## src/rtl/clksel_pkg.sv

```systemverilog
package clksel_pkg;

    localparam int CODE_W = 3;

    typedef enum logic [CODE_W-1:0] {
        SRC_SYS     = 3'd0,
        SRC_SLOW    = 3'd1,
        SRC_OSC1    = 3'd2,
        SRC_OSC2_LO = 3'd3,
        SRC_OSC2_HI = 3'd4
    } src_e;

    typedef enum logic [1:0] {
        ST_IDLE,
        ST_TRIM,
        ST_SETTLE,
        ST_ACK
    } st_e;

    // Map a raw request code onto a source; unknown codes park on system
    function automatic src_e decode_src(logic [CODE_W-1:0] code);
        case (code)
            3'd1:    return SRC_SLOW;
            3'd2:    return SRC_OSC1;
            3'd3:    return SRC_OSC2_LO;
            3'd4:    return SRC_OSC2_HI;
            default: return SRC_SYS;
        endcase
    endfunction

    function automatic logic needs_retune(src_e s);
        return (s == SRC_OSC2_LO) || (s == SRC_OSC2_HI);
    endfunction

endpackage

```

## src/rtl/clksel_req_arb.sv

```systemverilog
module clksel_req_arb
    import clksel_pkg::*;
(
    input  logic              clk_i,
    input  logic              rst_ni,
    input  logic              req_valid_i,
    input  logic [CODE_W-1:0] req_src_i,
    input  logic              suspend_i,
    input  logic              resume_i,
    input  logic              take_i,
    output logic              launch_v_o,
    output logic [CODE_W-1:0] launch_code_o,
    output logic              held_o
);

    typedef struct packed {
        logic              v;
        logic [CODE_W-1:0] code;
    } hold_t;

    hold_t hold_d, hold_q;
    logic              in_v;
    logic [CODE_W-1:0] in_code;

    always_comb begin
        in_v    = suspend_i | resume_i | req_valid_i;
        if (suspend_i)     in_code = SRC_SLOW;
        else if (resume_i) in_code = SRC_OSC2_HI;
        else               in_code = req_src_i;

        launch_v_o    = in_v | hold_q.v;
        launch_code_o = in_v ? in_code : hold_q.code;

        hold_d = hold_q;
        if (take_i) begin
            hold_d.v = 1'b0;
        end else if (in_v) begin
            hold_d.v    = 1'b1;
            hold_d.code = in_code;
        end
    end

    always_ff @(posedge clk_i or negedge rst_ni) begin
        if (!rst_ni) hold_q <= '0;
        else         hold_q <= hold_d;
    end

    assign held_o = hold_q.v;

endmodule

```

## src/rtl/clksel_settle_timer.sv

```systemverilog
module clksel_settle_timer #(
    parameter int SETTLE_CYC = 5000
) (
    input  logic clk_i,
    input  logic rst_ni,
    input  logic start_i,
    output logic done_o
);

    localparam int CNT_W = $clog2(SETTLE_CYC + 1);
    localparam logic [CNT_W-1:0] LAST = CNT_W'(SETTLE_CYC - 1);

    typedef struct packed {
        logic             run;
        logic [CNT_W-1:0] cnt;
    } tmr_t;

    tmr_t tmr_d, tmr_q;

    always_comb begin
        tmr_d  = tmr_q;
        done_o = tmr_q.run && (tmr_q.cnt == LAST);
        if (start_i) begin
            tmr_d.run = 1'b1;
            tmr_d.cnt = '0;
        end else if (done_o) begin
            tmr_d.run = 1'b0;
        end else if (tmr_q.run) begin
            tmr_d.cnt = tmr_q.cnt + 1'b1;
        end
    end

    always_ff @(posedge clk_i or negedge rst_ni) begin
        if (!rst_ni) tmr_q <= '0;
        else         tmr_q <= tmr_d;
    end

endmodule

```

## src/rtl/clksel_park_ctrl.sv

```systemverilog
module clksel_park_ctrl
    import clksel_pkg::*;
#(
    parameter int TRIM_W     = 7,
    parameter int SETTLE_CYC = 5000
) (
    input  logic              clk_i,
    input  logic              rst_ni,
    input  logic              req_valid_i,
    input  logic [2:0]        req_src_i,
    input  logic              suspend_i,
    input  logic              resume_i,
    input  logic [TRIM_W-1:0] trim_lo_i,
    input  logic [TRIM_W-1:0] trim_hi_i,
    input  logic              sel_ack_i,
    output logic [2:0]        src_sel_o,
    output logic              div2_o,
    output logic [TRIM_W-1:0] trim_o,
    output logic              trim_wr_o,
    output logic              busy_o
);

    typedef struct packed {
        st_e               st;
        src_e              tgt;
        src_e              src;
        logic              div2;
        logic [TRIM_W-1:0] trim;
        logic              trim_wr;
    } ctl_t;

    ctl_t ctl_d, ctl_q;

    logic              take;
    logic              launch_v;
    logic [CODE_W-1:0] launch_code;
    logic              held;
    logic              tmr_start;
    logic              tmr_done;
    src_e              nxt_tgt;

    clksel_req_arb u_arb (
        .clk_i         (clk_i),
        .rst_ni        (rst_ni),
        .req_valid_i   (req_valid_i),
        .req_src_i     (req_src_i),
        .suspend_i     (suspend_i),
        .resume_i      (resume_i),
        .take_i        (take),
        .launch_v_o    (launch_v),
        .launch_code_o (launch_code),
        .held_o        (held)
    );

    clksel_settle_timer #(
        .SETTLE_CYC (SETTLE_CYC)
    ) u_tmr (
        .clk_i   (clk_i),
        .rst_ni  (rst_ni),
        .start_i (tmr_start),
        .done_o  (tmr_done)
    );

    always_comb begin
        ctl_d         = ctl_q;
        ctl_d.trim_wr = 1'b0;
        take          = 1'b0;
        tmr_start     = 1'b0;
        nxt_tgt       = decode_src(launch_code);
        case (ctl_q.st)
            ST_IDLE: begin
                if (launch_v) begin
                    take      = 1'b1;
                    ctl_d.tgt = nxt_tgt;
                    ctl_d.div2 = 1'b0;
                    if (needs_retune(nxt_tgt)) begin
                        ctl_d.src = SRC_SYS;
                        ctl_d.st  = ST_TRIM;
                    end else begin
                        ctl_d.src = nxt_tgt;
                        ctl_d.st  = ST_ACK;
                    end
                end
            end
            ST_TRIM: begin
                ctl_d.trim    = (ctl_q.tgt == SRC_OSC2_LO) ? trim_lo_i : trim_hi_i;
                ctl_d.trim_wr = 1'b1;
                tmr_start     = 1'b1;
                ctl_d.st      = ST_SETTLE;
            end
            ST_SETTLE: begin
                if (tmr_done) begin
                    ctl_d.src  = ctl_q.tgt;
                    ctl_d.div2 = (ctl_q.tgt == SRC_OSC2_LO);
                    ctl_d.st   = ST_ACK;
                end
            end
            ST_ACK: begin
                if (sel_ack_i) ctl_d.st = ST_IDLE;
            end
            default: ctl_d.st = ST_IDLE;
        endcase
    end

    always_ff @(posedge clk_i or negedge rst_ni) begin
        if (!rst_ni) begin
            ctl_q <= '{st: ST_IDLE, tgt: SRC_SYS, src: SRC_SYS,
                       div2: 1'b0, trim: '0, trim_wr: 1'b0};
        end else begin
            ctl_q <= ctl_d;
        end
    end

    assign src_sel_o = ctl_q.src;
    assign div2_o    = ctl_q.div2;
    assign trim_o    = ctl_q.trim;
    assign trim_wr_o = ctl_q.trim_wr;
    assign busy_o    = (ctl_q.st != ST_IDLE) || held;

endmodule

```

## config.mk

```make
export PLATFORM = sky130hd
export DESIGN_NAME = clksel_park_ctrl
export DESIGN_NICKNAME = d
export VERILOG_FILES = /design/src/rtl/clksel_pkg.sv /design/src/rtl/clksel_req_arb.sv /design/src/rtl/clksel_settle_timer.sv /design/src/rtl/clksel_park_ctrl.sv
export SDC_FILE = /design/constraint.sdc
export NUM_CORES = 1
export LEC_CHECK = 0
export BUFFER_PORTS_ARGS = -buffer_cell sky130_fd_sc_hd__buf_4
export CORE_MARGIN = 4
export CORE_UTILIZATION = 45
export DETAILED_ROUTE_END_ITERATION = 10
export PLACE_DENSITY = 0.73
export SYNTH_ARGS = -nofsm -noshare
export SYNTH_HDL_FRONTEND = slang
export SYNTH_SLANG_ARGS = --single-unit
export TNS_END_PERCENT = 100
```

## constraint.sdc

```tcl
create_clock -name clk_i -period 3.31 [get_ports clk_i]
set_input_delay 0.8275 -clock clk_i [delete_from_list [all_inputs] [get_ports clk_i]]
set_output_delay 0.8275 -clock clk_i [all_outputs]
set_load 0.05 [all_outputs]
```

# Yosys cells after proc, flatten, opt, wreduce, memory -nomap -nowiden
# Index checks and enable logic that the tools add are counted.
dict set report totals {
  register_bits 35
  wordCells 67
  inputBits 23
  output_inout_bits 13
}
dict set report classes {
  n_eq_ne 15
  n_bitwise 4
  n_addsub 1
  mux 23
  reduce_logical 14
}
# operator count
set ops {}
lappend ops {{13-bit two-way mux} 2}
lappend ops {{14-bit two-way mux} 1}
lappend ops {{13-bit by 1-bit adder with 13-bit output (second input constant)} 1}
lappend ops {{13-bit == test (second input constant)} 1}
lappend ops {{3-bit by 2-bit == test with 1-bit output (second input constant)} 4}
lappend ops {{3-bit two-way mux} 4}
lappend ops {{3-bit case mux with 4 select lines} 1}
lappend ops {{2-bit nonzero test} 5}
lappend ops {{9-bit two-way mux} 1}
lappend ops {{4-bit two-way mux} 2}
lappend ops {{2-bit != test (second input constant)} 4}
lappend ops {{2-bit case mux with 4 select lines} 1}
lappend ops {{4-bit case mux with 2 select lines} 1}
lappend ops {{7-bit two-way mux} 1}
lappend ops {{3-bit == test (second input constant)} 2}
lappend ops {{1-bit two-way mux} 6}
lappend ops {{2-bit two-way mux} 3}
lappend ops {{2-bit AND reduction} 3}
lappend ops {{3-bit AND reduction} 2}
lappend ops {{2-bit == test (second input constant)} 2}
lappend ops {{3-bit by 1-bit == test with 1-bit output (second input constant)} 1}
lappend ops {{1-bit OR} 3}
lappend ops {{2-bit by 1-bit == test with 1-bit output (second input constant)} 1}
lappend ops {{2-bit logical NOT} 1}
lappend ops {{other kinds (3)} 4}

# Depth between registers and ports, before layout
# Gate-level depths: netlist (run 1).
dict set report depth {
  ltp_word 10
  depth_mapped 8
  mapped_depth_nobuf 7
}

# Cells and area by module
# From an unflattened synthesis (run 1), not the netlist that was laid out.
dict set report hier_totals {
  cells_unflattened 214
  hier_area_um2 2093.3
}
# module cells_per_inst area_per_inst_um2 n_inst seq_area_each_um2
set modules_own_cells {}
lappend modules_own_cells {clksel_park_ctrl 100 1033.5 1 425.4}
lappend modules_own_cells {clksel_settle_timer 85 804.5 1 350.3}
lappend modules_own_cells {clksel_req_arb 29 255.2 1 100.1}

# Least setup slack after synthesis (run 1)
# OpenSTA, ideal clock, no wires.
dict set report synth_path {
  path_type {input to register}
  start {in resume_i}
  end {reg ctl_q[15] (netlist name)}
  t_required_ps 3189
  stages 6
  t_arrival_ps 2040
  setup_ps 121
  setup_slack_ps 1149
  path_buffers 2
  path_cell_list {buf_2 or4_1 buf_2 o22ai_1 a21oi_1 o22a_1}
}
dict set report synth_via {
  elab_chain_len 5
}
# item line_no
set synth_lines {}
lappend synth_lines {{start: declaration} clksel_park_ctrl.sv:12} ;# input logic resume_i,
lappend synth_lines {{1-bit OR (2 in a row)} clksel_req_arb.sv:26} ;# in_v = suspend_i | resume_i | req_valid_i;
lappend synth_lines {{1-bit OR} clksel_req_arb.sv:31} ;# launch_v_o = in_v | hold_q.v;
lappend synth_lines {{2-bit != test (no line)} -}
lappend synth_lines {{3-bit AND reduction (no line)} -}
lappend synth_lines {{end signal: assignment} clksel_park_ctrl.sv:107} ;# ctl_q <= '{st: ST_IDLE, tgt: SRC_SYS, src: SRC_SYS,
lappend synth_lines {{end signal: assignment} clksel_park_ctrl.sv:110} ;# ctl_q <= ctl_d;
lappend synth_lines {{end: declaration} clksel_park_ctrl.sv:32} ;# ctl_t ctl_d, ctl_q;
# No other way between the ends.
# A chain may end at the register's enable or synchronous reset.

# Worst setup path after layout (run 1)
dict set report layout_path {
  start {reg ctl_q[15] (netlist name)}
  end {out busy_o}
}
dict set report layout_via {
  elab_chain_len 2
}
# item line_no
set layout_lines {}
lappend layout_lines {{2-bit nonzero test} clksel_park_ctrl.sv:118} ;# assign busy_o = (ctl_q.st != ST_IDLE) || held;
lappend layout_lines {{1-bit logical OR} clksel_park_ctrl.sv:118}
lappend layout_lines {{end: declaration} clksel_park_ctrl.sv:20} ;# output logic busy_o
# No other way between the ends.

==> impl_results.md, run 1 <==
- Status: completed
- Clock latency on the worst-skew pair: between 0.2 and 0.3 ns
- Avg Cell Area, Syn: roughly 9.3 µm²
- Die W: approximately 75 µm
- Crit path max fanout: 10
- Fin area: about 2400 µm²
- Dpl cells: about 290
- Initial Util: 0.467
- Max Fclk: ~0.42 GHz
- Psw: approximately 0.00084 W
- P_int: ~0.0012 W
- Hold_buf cts: 0
- Fillers: slightly above 400
- # port buffers: 35
- Synth area leader: dfrtp_1
- # diodes: 0
- Unrepaired setup endpoints after global routing: false
- Final hold vios: 0
- First-pass GRT wire length: 7.10 mm
- CTS tree: built
- Die Ht: between 70 and 80 µm
- Share of cells above drive strength 1: 0.223
- Slew Viols, Final: 0
- CTS clock-pin slew for the worst setup and hold paths: around 0.080 ns
- Critical Path RT: about 2.5 ns
- GRT overflow: 0
- Main synth FF type: dfrtp_1
- Hold Path Class: in -> async
- Pwr Density: approximately 840 nW/µm²
- Post-synthesis sequential area ratio: 0.428
- Reg2reg start: ctl_q[15]
- GRT Max-Usage Layer: met2
- CP max stage cell: dfrtp_1
- Critical path class: reg -> out
- Clock Skews: between 0.006 and 0.007 ns
- Met2 usage: 0.248
- Seq cells post-synth: 35
- Met1 global-route usage: 0.228
- Met3 usage: 0.0475
- Switching Share: 0.418
- Die area: roughly 5700 µm²
- Worst reg2reg path depth: 5
- Clock root buffer: clkbuf_8
- Area contributors post-synth: dfrtp_1 (43%), nor2_1 (5.9%), mux2i_1 (4.9%), buf_4 (3.7%), ha_1 (3.7%)
- Cells along the critical path: inv_1 > ha_1 > nand2b_1 > buf_4
- Most frequent cells in the layout: dfrtp_1 (35), buf_4 (35), nor2_1 (32)
- Clk sinks: 35
- HPWL after DPL: ~3.0 mm
- End of the worst register-to-register path: src_sel_o[0]
- # setup viols final: 0
- Worst Path Arrival: about 1.5 ns
- Initial antenna violation count: 0
- TritonRoute pass-1 iters: 5
- Total wire length: slightly above 4 mm
- Post-CTS Repair Setup Buffers: 0
- Total power: approximately 0.002 W
- Seq pwr share: 0.333
- Combinational share of power: 0.438
- Worst Setup End Kind: output pin
- Placed inst area: 2250 µm²
- CTS buffer count: 5
- Via count: ~1600
- Total global-route track usage: 0.164
- Row cnt: 24
- Area of the core: around 4400 µm²
- ANT nets after route: 0
- Post-Syn Instances: 220
- Clk network pwr share: 0.228
- Peak VDD IR: 0.437 mV
- Worst reg-to-reg setup slack: between 1 and 1.5 ns
- Largest net degree at the start of global routing: 36
- Worst-margin pin slew: between 0.9 and 1 ns
- Final net count: 270
- Critical path startpoint category: flip-flop
- Max-Slew Margin vs Limit: 0.351
- Max Cap Viol: 0
- Synthesized area: ~2000 µm²
- Crit-path max cell delay: roughly 0.42 ns
- Async set or reset register ratio after synthesis: 1.00
- H-tree Lvls: 2
- Tcrit/Tclk final: 0.717
- Area grow syn2layout: 16.8%
- Final core occ: 0.545
- Number of distinct library cells after synthesis: 52
- WL per Instance: about 14 µm
- Number of synthesized flops with an enable pin: 0
- P_leak: ~1.1 nW
- Min Tclk post-route: about 2.4 ns
- IO Count: 36
- Initial DRC Count: 82
- DRC violations left: 0
- Setup TNS: 0 ns
- Routed vias/inst: 5.41
- # resized after CTS: 0
- Synth Warn #: 0
- Max Root-Sink Buffers: 2
- Final GP Congestion: around 0.79
- Non-Filler Instances: around 300
- Vias in the first global route: around 1500
- Synth top area share: 0.428
- Synth Net Count: 249
==> registers in the layout, indices dropped and copies added (netlist names) <==
register	cells
ctl_q	5
u_arb.held_o	1
src_sel_o	3
div2_o	1
u_arb.hold_q	3
u_tmr.tmr_q	14
trim_wr_o	1
trim_o	7
==> kinds of logic after synthesis <==
logic type,Yosys count,synth area share
xor gates and xnor gates,10,0.0428
buffers and inverters,29,0.0734
AOI/OAI and AO/OA,42,0.127
and+or+nand+nor,87,0.237
adders and majority gates,6,0.0367
DFF,35,0.428
muxes,11,0.0544
==> cell type report <==
cell class,instances,area [µm²],area share
inverters,8,30.0,0.0126
multi-input cells,156,1020,0.427
repair buffers,35,263,0.110
clock buffers,5,68.8,0.0288
clock inverters,3,67.6,0.0283
flip-flops and latches,35,876,0.366
well taps,52,65.1,0.0272
==> per-layer routing <==
metal | up-vias | part of all wire
li1 | 801 | -
met2 | 39 | 0.45
met1 | 748 | 0.49
met5 | - | 0
met3 | 4 | 0.044
met4 | 0 | 0.010
==> power groups by stage <==
stage	Sequential (W)	Combinational [W]	Clock, W
5_1_grt	0.000691	0.000969	0.000491
6_report	0.000670	0.000881	0.000458
3_5_place_dp	0.000676	0.000880	0
4_1_cts	0.000670	0.000883	0.000468
3_3_place_gp	0.000672	0.000867	0
2_1_floorplan	0.000667	0.000725	0
==> cells in the mapped netlist (all sizes together), types with 3 or more instances <==
master / n
xnor2: 3
inv: 8
xor2: 7
nor2: 33
nand2: 15
nand3b: 3
mux2i: 10
clkbuf: 7
nand4: 7
buf: 14
nand2b: 4
ha: 6
and3: 5
o21ai: 10
dfrtp: 35
a21oi: 13
a31oi: 3
nor3: 5
and2: 3
==> per-stage QoR <==
stage	worst slack, ns	hold WS, ns
after detailed placement	0.977	0.509
after global placement	1.06	0.506
after floorplan	1.15	0.463
final	0.938	0.472
after CTS	0.930	0.487
after global routing	0.789	0.497
==> critical path: cells and delay by family (launching register included) <==
family,cells,cell delay [ns]
adders and majority gates,1,0.40
DFF,1,0.42
and+or+nand+nor,1,0.12
buffers and inverters,2,0.32
==> worst max path at each step <==
stage,startpoint,slack (ns),to,depth (start not counted)
after floorplan,resume_i,1.15,ctl_q[15],6
after global placement,suspend_i,1.06,ctl_q[15],5
after detailed placement,suspend_i,0.98,ctl_q[15],5
after CTS,ctl_q[15],0.93,busy_o,4
after global routing,ctl_q[16],0.79,busy_o,4
final,ctl_q[15],0.94,busy_o,4
Power figures use the tool's default switching activity.
==> run 2: changes to the inputs <==
--- a/config.mk
+++ b/config.mk
@@ -5,6 +5,7 @@
 export SDC_FILE = /design/constraint.sdc
 export NUM_CORES = 1
 export LEC_CHECK = 0
+export ABC_AREA = 1
 export BUFFER_PORTS_ARGS = -buffer_cell sky130_fd_sc_hd__buf_4
 export CORE_MARGIN = 4
 export CORE_UTILIZATION = 45
==> constraint.sdc (replaced) <==
create_clock -name clk_i -period 2.5 [get_ports clk_i]
set_input_delay 0.625 -clock clk_i [delete_from_list [all_inputs] [get_ports clk_i]]
set_output_delay 0.625 -clock clk_i [all_outputs]
set_load 0.05 [all_outputs]
==> run 2 against run 1 <==
Net effect: first-iteration DRC count increased by 72%; die area rose by 3.2%; global-route usage rose by 1.5 points; power increased by 32%; via count increased by 17%; worst hold slack lost 0.19 ns; clock-buffer cell count grew 1; non-clock buffer count unchanged; critical endpoint unchanged; clock skew rose by 0.00073 ns; critical path type unchanged; sequential share of layout area decreased by 0.70 points; routed wire length is 17% higher; critical path depth did not move.
==> impl_results.md, run 2 <==
- Number of distinct library cells after synthesis: 27
- Worst Setup End Kind: output pin
- Status: completed
- Tcrit/Tclk final: 0.812
- Setup TNS: 0 ns
- P_leak: between 1 and 1.5 nW
- Die W: approximately 77 µm
- Cells along the critical path: inv_1 > ha_1 > nand2_1 > buf_4
- Commonest non-fill, non-tap cell in the layout: nand2_1
- Buffer and inverter count on the worst path: 2
- Clock latency on the worst-skew pair: around 0.29 ns
- WL per Instance: roughly 13 µm
- Worst reg2reg path depth: 6
- Clk sinks: 35
- Vias in the first global route: between 1500 and 2000
- Crit path max fanout: 6
- Switching Share: 0.473
- Critical Path RT: about 1.9 ns
- Synthesized area: around 2100 µm²
- Worst Path Arrival: approximately 1.4 ns
- Seq pwr share: 0.341
- Clk network pwr share: 0.158
- Seq cells post-synth: 35
- Via count: ~1900
- P_int: around 0.0014 W
- CTS tree: built
- Share of cells above drive strength 1: 0.219
- Avg Cell Area, Syn: between 7 and 8 µm²
- Crit-path max cell delay: ~0.42 ns
- CTS buffer count: 5
- Die Ht: 76.6 µm
- Psw: between 0.001 and 0.0015 W
- CP Depth: 4
- Crit-path leading delay family: flip-flops
- Number of synthesized flops with an enable pin: 0
- Post-synthesis sequential area ratio: 0.413
- Max Cap Viol: 0
- Clock Skews: between 0.007 and 0.008 ns
- IO Count: 36
- Synth Warn #: 0
- Initial DRC Count: between 100 and 150
- Critical path startpoint category: flip-flop
- Slew Viols, Final: 0
- Initial antenna violation count: 0
- Area of the core: between 4000 and 5000 µm²
- Hold_buf cts: 0
- Max reg flops: 14
- CP max stage cell: dfrtp_1
- Post-CTS Repair Setup Buffers: 0
- Max Root-Sink Buffers: 2
- Pwr Density: 1080 nW/µm²
- Synth top area share: 0.413
- HPWL after DPL: approximately 3.5 mm
- Worst-margin pin slew: around 0.69 ns
- Clock root buffer: clkbuf_8
- # setup viols final: 0
- Total global-route track usage: 0.178
- Hold Path Class: in -> async
- Area contributors post-synth: dfrtp_1 (41%), nand2_1 (12%), nor2_1 (5.7%), nand3_1 (5.2%), o21ai_0 (5.2%)
- Unrepaired setup endpoints after global routing: false
- DRC violations left: 0
- CTS clock-pin slew for the worst setup and hold paths: ~0.070 ns
- Max Fclk: ~0.5 GHz
- H-tree Lvls: 2
- Die area: between 5000 and 6000 µm²
- Row cnt: 24
- ANT nets after route: 0
- GRT overflow: 0
- Routed vias/inst: ~5.2
- # port buffers: 35
- Final hold vios: 0
- Synth Net Count: around 310
- Most common cell in the netlist: nand2_1
- Biggest register: u_tmr.tmr_q
- Final net count: around 340
- Async set or reset register ratio after synthesis: 1.00
- Worst reg-to-reg setup slack: 0.59 ns
- First-pass GRT wire length: ~8.5 mm
- Critical path class: reg -> out
- TritonRoute pass-1 iters: 4
- # diodes: 0
- Combinational share of power: 0.500
- Post-Syn Instances: 278
- Total wire length: 4.72 mm
- Post-synth top cells: nand2_1 (69), dfrtp_1 (35), nor2_1 (32), inv_1 (24)
- Peak VDD IR: 0.794 mV
- Final GP Congestion: 0.887
- Total power: 0.00264 W
- Main synth FF type: dfrtp_1
- Initial Util: 0.477
- # resized after CTS: 0
- Synth area leader: dfrtp_1
- Max-Slew Margin vs Limit: 0.541
- Min Tclk post-route: approximately 2.0 ns
- Largest net degree at the start of global routing: 36
- Area grow syn2layout: 15.0%
- Most frequent cells in the layout: nand2_1 (69), dfrtp_1 (35), buf_4 (35)
## run 2: cell count changes after synthesis, sizes merged, moves of 3 or more
cell	previous run	this run
clkbuf	7	3
o21ai	10	33
nand2	15	74
and2	3	0
a21oi	13	6
buf	14	11
nand2b	4	0
nand3	2	23
mux2i	10	0
nand4	7	10
inv	8	30
xnor2	3	0
xor2	7	3
and3	5	0
## run 2: worst paths after layout
| kind | start | end |
|---|---|---|
| worst max-delay path | ctl_q[15] | busy_o |
| min in group clk_i | src_sel_o[1] | src_sel_o[1] |
| worst min-delay path | rst_ni | u_tmr.tmr_q[0] |
| max in group asynchronous | rst_ni | src_sel_o[2] |
| worst max register to register | ctl_q[16] | u_tmr.tmr_q[11] |
| worst min register to register | src_sel_o[1] | src_sel_o[1] |
## run 2: area by class of cell
cell class	count	area (µm²)
Fill cell	426	2010
Multi-Input combinational cell	199	1030
Sequential cell	35	876
Timing Repair Buffer	35	263
Inverter	30	113
Clock buffer	6	82.6
Tap cell	52	65.1
Clock inverter	1	5.00
## run 2: worst reg2reg max path: stages (launching register included)
cell	delay (ns)
dfrtp_1	0.39
inv_1	0.09
ha_1	0.32
inv_1	0.57
nand2_4	0.24
nand2_1	0.12
nand2_1	0.06
## run 2: layer usage
layer  track usage  up-vias  share of wire
met3        0.0414        4          0.043
met1         0.209      869           0.42
li1              -      943              -
met4        0.0670        0         0.0087
met2         0.315       47           0.53
met5             0        -              0
## run 2: logic make-up (layout without fill, tap and decap cells)
family / count (synthesis) / count (layout) / share of synthesized area
flip-flops: 35 / 35 / 0.413
AND/OR/NAND/NOR: 149 / 149 / 0.330
AO/OA/AOI/OAI: 41 / 41 / 0.109
adder cells (fa/ha/maj): 6 / 6 / 0.0354
buffers and inverters: 44 / 72 / 0.0992
XOR/XNOR: 3 / 3 / 0.0124
## run 2: metrics by stage
| step | setup WS [ns] | utilization | cell area, µm² | instances | hold slack (ns) |
|---|---|---|---|---|---|
| final | 0.470 | 0.548 | 2440 | 358 | 0.281 |
| after global routing | 0.391 | 0.548 | 2440 | 358 | 0.315 |
| after CTS | 0.458 | 0.548 | 2440 | 358 | 0.297 |
| after detailed placement | 0.598 | 0.528 | 2350 | 351 | 0.470 |
| after global placement | 0.668 | 0.528 | 2350 | 351 | 0.468 |
| after floorplan | 0.827 | - | 2120 | 278 | 0.329 |
## run 2: power groups by stage
stage / combinational, W / clock (W) / sequential, W
after floorplan: 0.00105 / 0 / 0.000930
after global placement: 0.00131 / 0 / 0.000907
after detailed placement: 0.00133 / 0 / 0.000914
after CTS: 0.00133 / 0.000427 / 0.000905
after global routing: 0.00147 / 0.000453 / 0.000934
final: 0.00132 / 0.000419 / 0.000902
==> run 3: changes to the inputs <==
--- a/config.mk
+++ b/config.mk
@@ -10,7 +10,7 @@
 export CORE_MARGIN = 4
 export CORE_UTILIZATION = 45
 export DETAILED_ROUTE_END_ITERATION = 10
-export PLACE_DENSITY = 0.73
+export PLACE_DENSITY = 0.76
 export SYNTH_ARGS = -nofsm -noshare
 export SYNTH_HDL_FRONTEND = slang
 export SYNTH_SLANG_ARGS = --single-unit
==> constraint.sdc (replaced) <==
create_clock -name clk_i -period 1.7 [get_ports clk_i]
set_input_delay 0.425 -clock clk_i [delete_from_list [all_inputs] [get_ports clk_i]]
set_output_delay 0.425 -clock clk_i [all_outputs]
set_load 0.05 [all_outputs]
==> run 3 against run 2 <==
Net effect: final area up 5.0%; critical path type unchanged; non-clock buffer count up 8; clock power up 120%; register-to-register slack worse by 0.43 ns; highest routed layer unchanged; die area unchanged; power up 65%; largest power group unchanged; worst hold slack worse by 0.21 ns.
==> impl_results.md, run 3 (synthesis gave the netlist of run 2 again) <==
- Critical Path RT: 1.27 ns
- TritonRoute pass-1 iters: 4
- Area of the multi-input gates: around 1000 µm²
- GRT overflow: 0
- Die W: 76.6 µm
- Crit-path max cell delay: ~0.42 ns
- Worst Setup End Kind: output pin
- Tcrit/Tclk final: 0.967
- Area grow syn2layout: 20.8%
- Die Ht: about 77 µm
- Biggest register: u_tmr.tmr_q
- Initial antenna violation count: 0
- First-pass GRT wire length: about 8.2 mm
- HPWL after DPL: 3.36 mm
- Crit path max fanout: 6
- Max Root-Sink Buffers: 2
- ANT nets after route: 0
- Pwr Density: roughly 1700 nW/µm²
- # port buffers: 35
- Clk sinks: 35
- Total wire length: about 4.7 mm
- Clock Skews: 0.00594 ns
- Final net count: between 300 and 400
- Worst Path Arrival: 1.22 ns
- # diodes: 0
- CTS tree: built
- CTS clock-pin slew for the worst setup and hold paths: 0.08 ns
- Die area: just under 6000 µm²
- Max Cap Viol: 0
- WL per Instance: ~13 µm
- Share of cells above drive strength 1: 0.254
- # setup viols final: 0
- Dpl cells: between 300 and 400
- Max reg flops: 14
- Wire length on met1: roughly 2 mm
- Worst-margin pin slew: 0.459 ns
- Largest net degree at the start of global routing: 36
- Initial Util: 0.477
- Register area: around 880 µm²
- Final hold vios: 0
- Critical path startpoint category: flip-flop
- Vias in the first global route: 1842
- Fillers: slightly above 400
- Max-Slew Margin vs Limit: 0.694
- Hold WS: around 0.075 ns
- Peak VDD IR: 0.884 mV
- Via count: roughly 1900
- Clock root buffer: clkbuf_8
- Row cnt: 24
- Max Fclk: ~0.61 GHz
- Non-Filler Instances: 367
- Commonest non-fill, non-tap cell in the layout: nand2_1
- H-tree Lvls: 2
- Critical path class: reg -> out
- P_leak: 1.26 nW
- DRC violations left: 0
- Clock latency on the worst-skew pair: 0.29 ns
- Min Tclk post-route: approximately 1.6 ns
- CTS buffer count: 5
- CP max stage cell: dfrtp_2
- Most frequent cells in the layout: nand2_1 (69), buf_4 (43), dfrtp_1 (34)
- Final GP Congestion: around 0.9
- Hold_buf cts: 0
- Total global-route track usage: 0.170
- Routed wl met2: 2.28 mm
- Initial DRC Count: roughly 120
- Routed vias/inst: 5.20
- Met3 routed WL: between 200 and 300 µm
- Status: completed
- Area of the core: between 4000 and 5000 µm²
- Slew Viols, Final: 0
- Cells along the critical path: inv_2 > ha_4 > nand2_1 > buf_4
- IO Count: 36
- Highest routed metal layer: met4
- Hold Path Class: in -> async
[run 3: cell types whose count changed in the layout (fill, tap and decap cells not counted), moves of 2 or more]
cell / before / now
buf_4: 35 / 43
bufinv_16: 0 / 2
inv_1: 24 / 22
inv_2: 6 / 8
[run 3: cell type report]
cell class,count,share of cell area
clock buffers,5,0.0269
clock inverters,3,0.0264
inverters,30,0.0440
multi-input cells,199,0.408
flip-flops and latches,35,0.343
well taps,52,0.0254
repair buffers,43,0.126
[run 3: metal layers]
| layer | up-vias | GRT usage |
|---|---|---|
| met4 | 0 | 0.0598 |
| met2 | 61 | 0.282 |
| met3 | 7 | 0.0402 |
| li1 | 966 | - |
| met1 | 875 | 0.216 |
| met5 | - | 0 |
[run 3: through the flow]
| stage | instance area, µm² | total power, W | utilization | setup WS [ns] | setup TNS (ns) |
|---|---|---|---|---|---|
| after floorplan | 2120 | 0.00291 | - | 0.227 | 0 |
| after global placement | 2390 | 0.00335 | 0.539 | 0.153 | 0 |
| after detailed placement | 2390 | 0.00338 | 0.539 | 0.132 | 0 |
| after CTS | 2540 | 0.00434 | 0.572 | 0.0129 | 0 |
| after global routing | 2560 | 0.00469 | 0.576 | -0.00390 | -0.00390 |
| final | 2560 | 0.00435 | 0.576 | 0.0555 | 0 |
[run 3: power by group]
part / switching (W) / leakage (nW) / internal, W
Sequential: 0.000190 / 0.444 / 0.00112
Clock: 0.000321 / 0.0644 / 0.000585
Combinational: 0.00141 / 0.747 / 0.000718
[run 3: worst max-delay path, delay by kind of cell, from the launching register on]
family / cells / cell delay [ns]
buffers and inverters: 2 / 0.27
flip-flops: 1 / 0.42
AND/OR/NAND/NOR: 1 / 0.06
adder cells (fa/ha/maj): 1 / 0.17
[run 3: timing repair]
action	in CTS	in global routing
buffers inserted	0	2
resized for setup	4	1
pin swaps	0	1
endpoints found under the setup margin	1	1
hold endpoints to repair	0	0
[run 3: worst paths after layout]
kind	from	end	slack [ns]	cells after the start
setup / recovery	ctl_q[15]	busy_o	0.06	4
hold / removal	rst_ni	trim_o[4]	0.08	1
setup reg to reg	u_tmr.tmr_q[1]	u_tmr.tmr_q[6]	0.16	8
hold reg to reg	src_sel_o[0]	src_sel_o[0]	0.48	2
max in group asynchronous	rst_ni	ctl_q[15]	1.27	1
min in group clk_i	trim_lo_i[4]	trim_o[4]	0.39	3
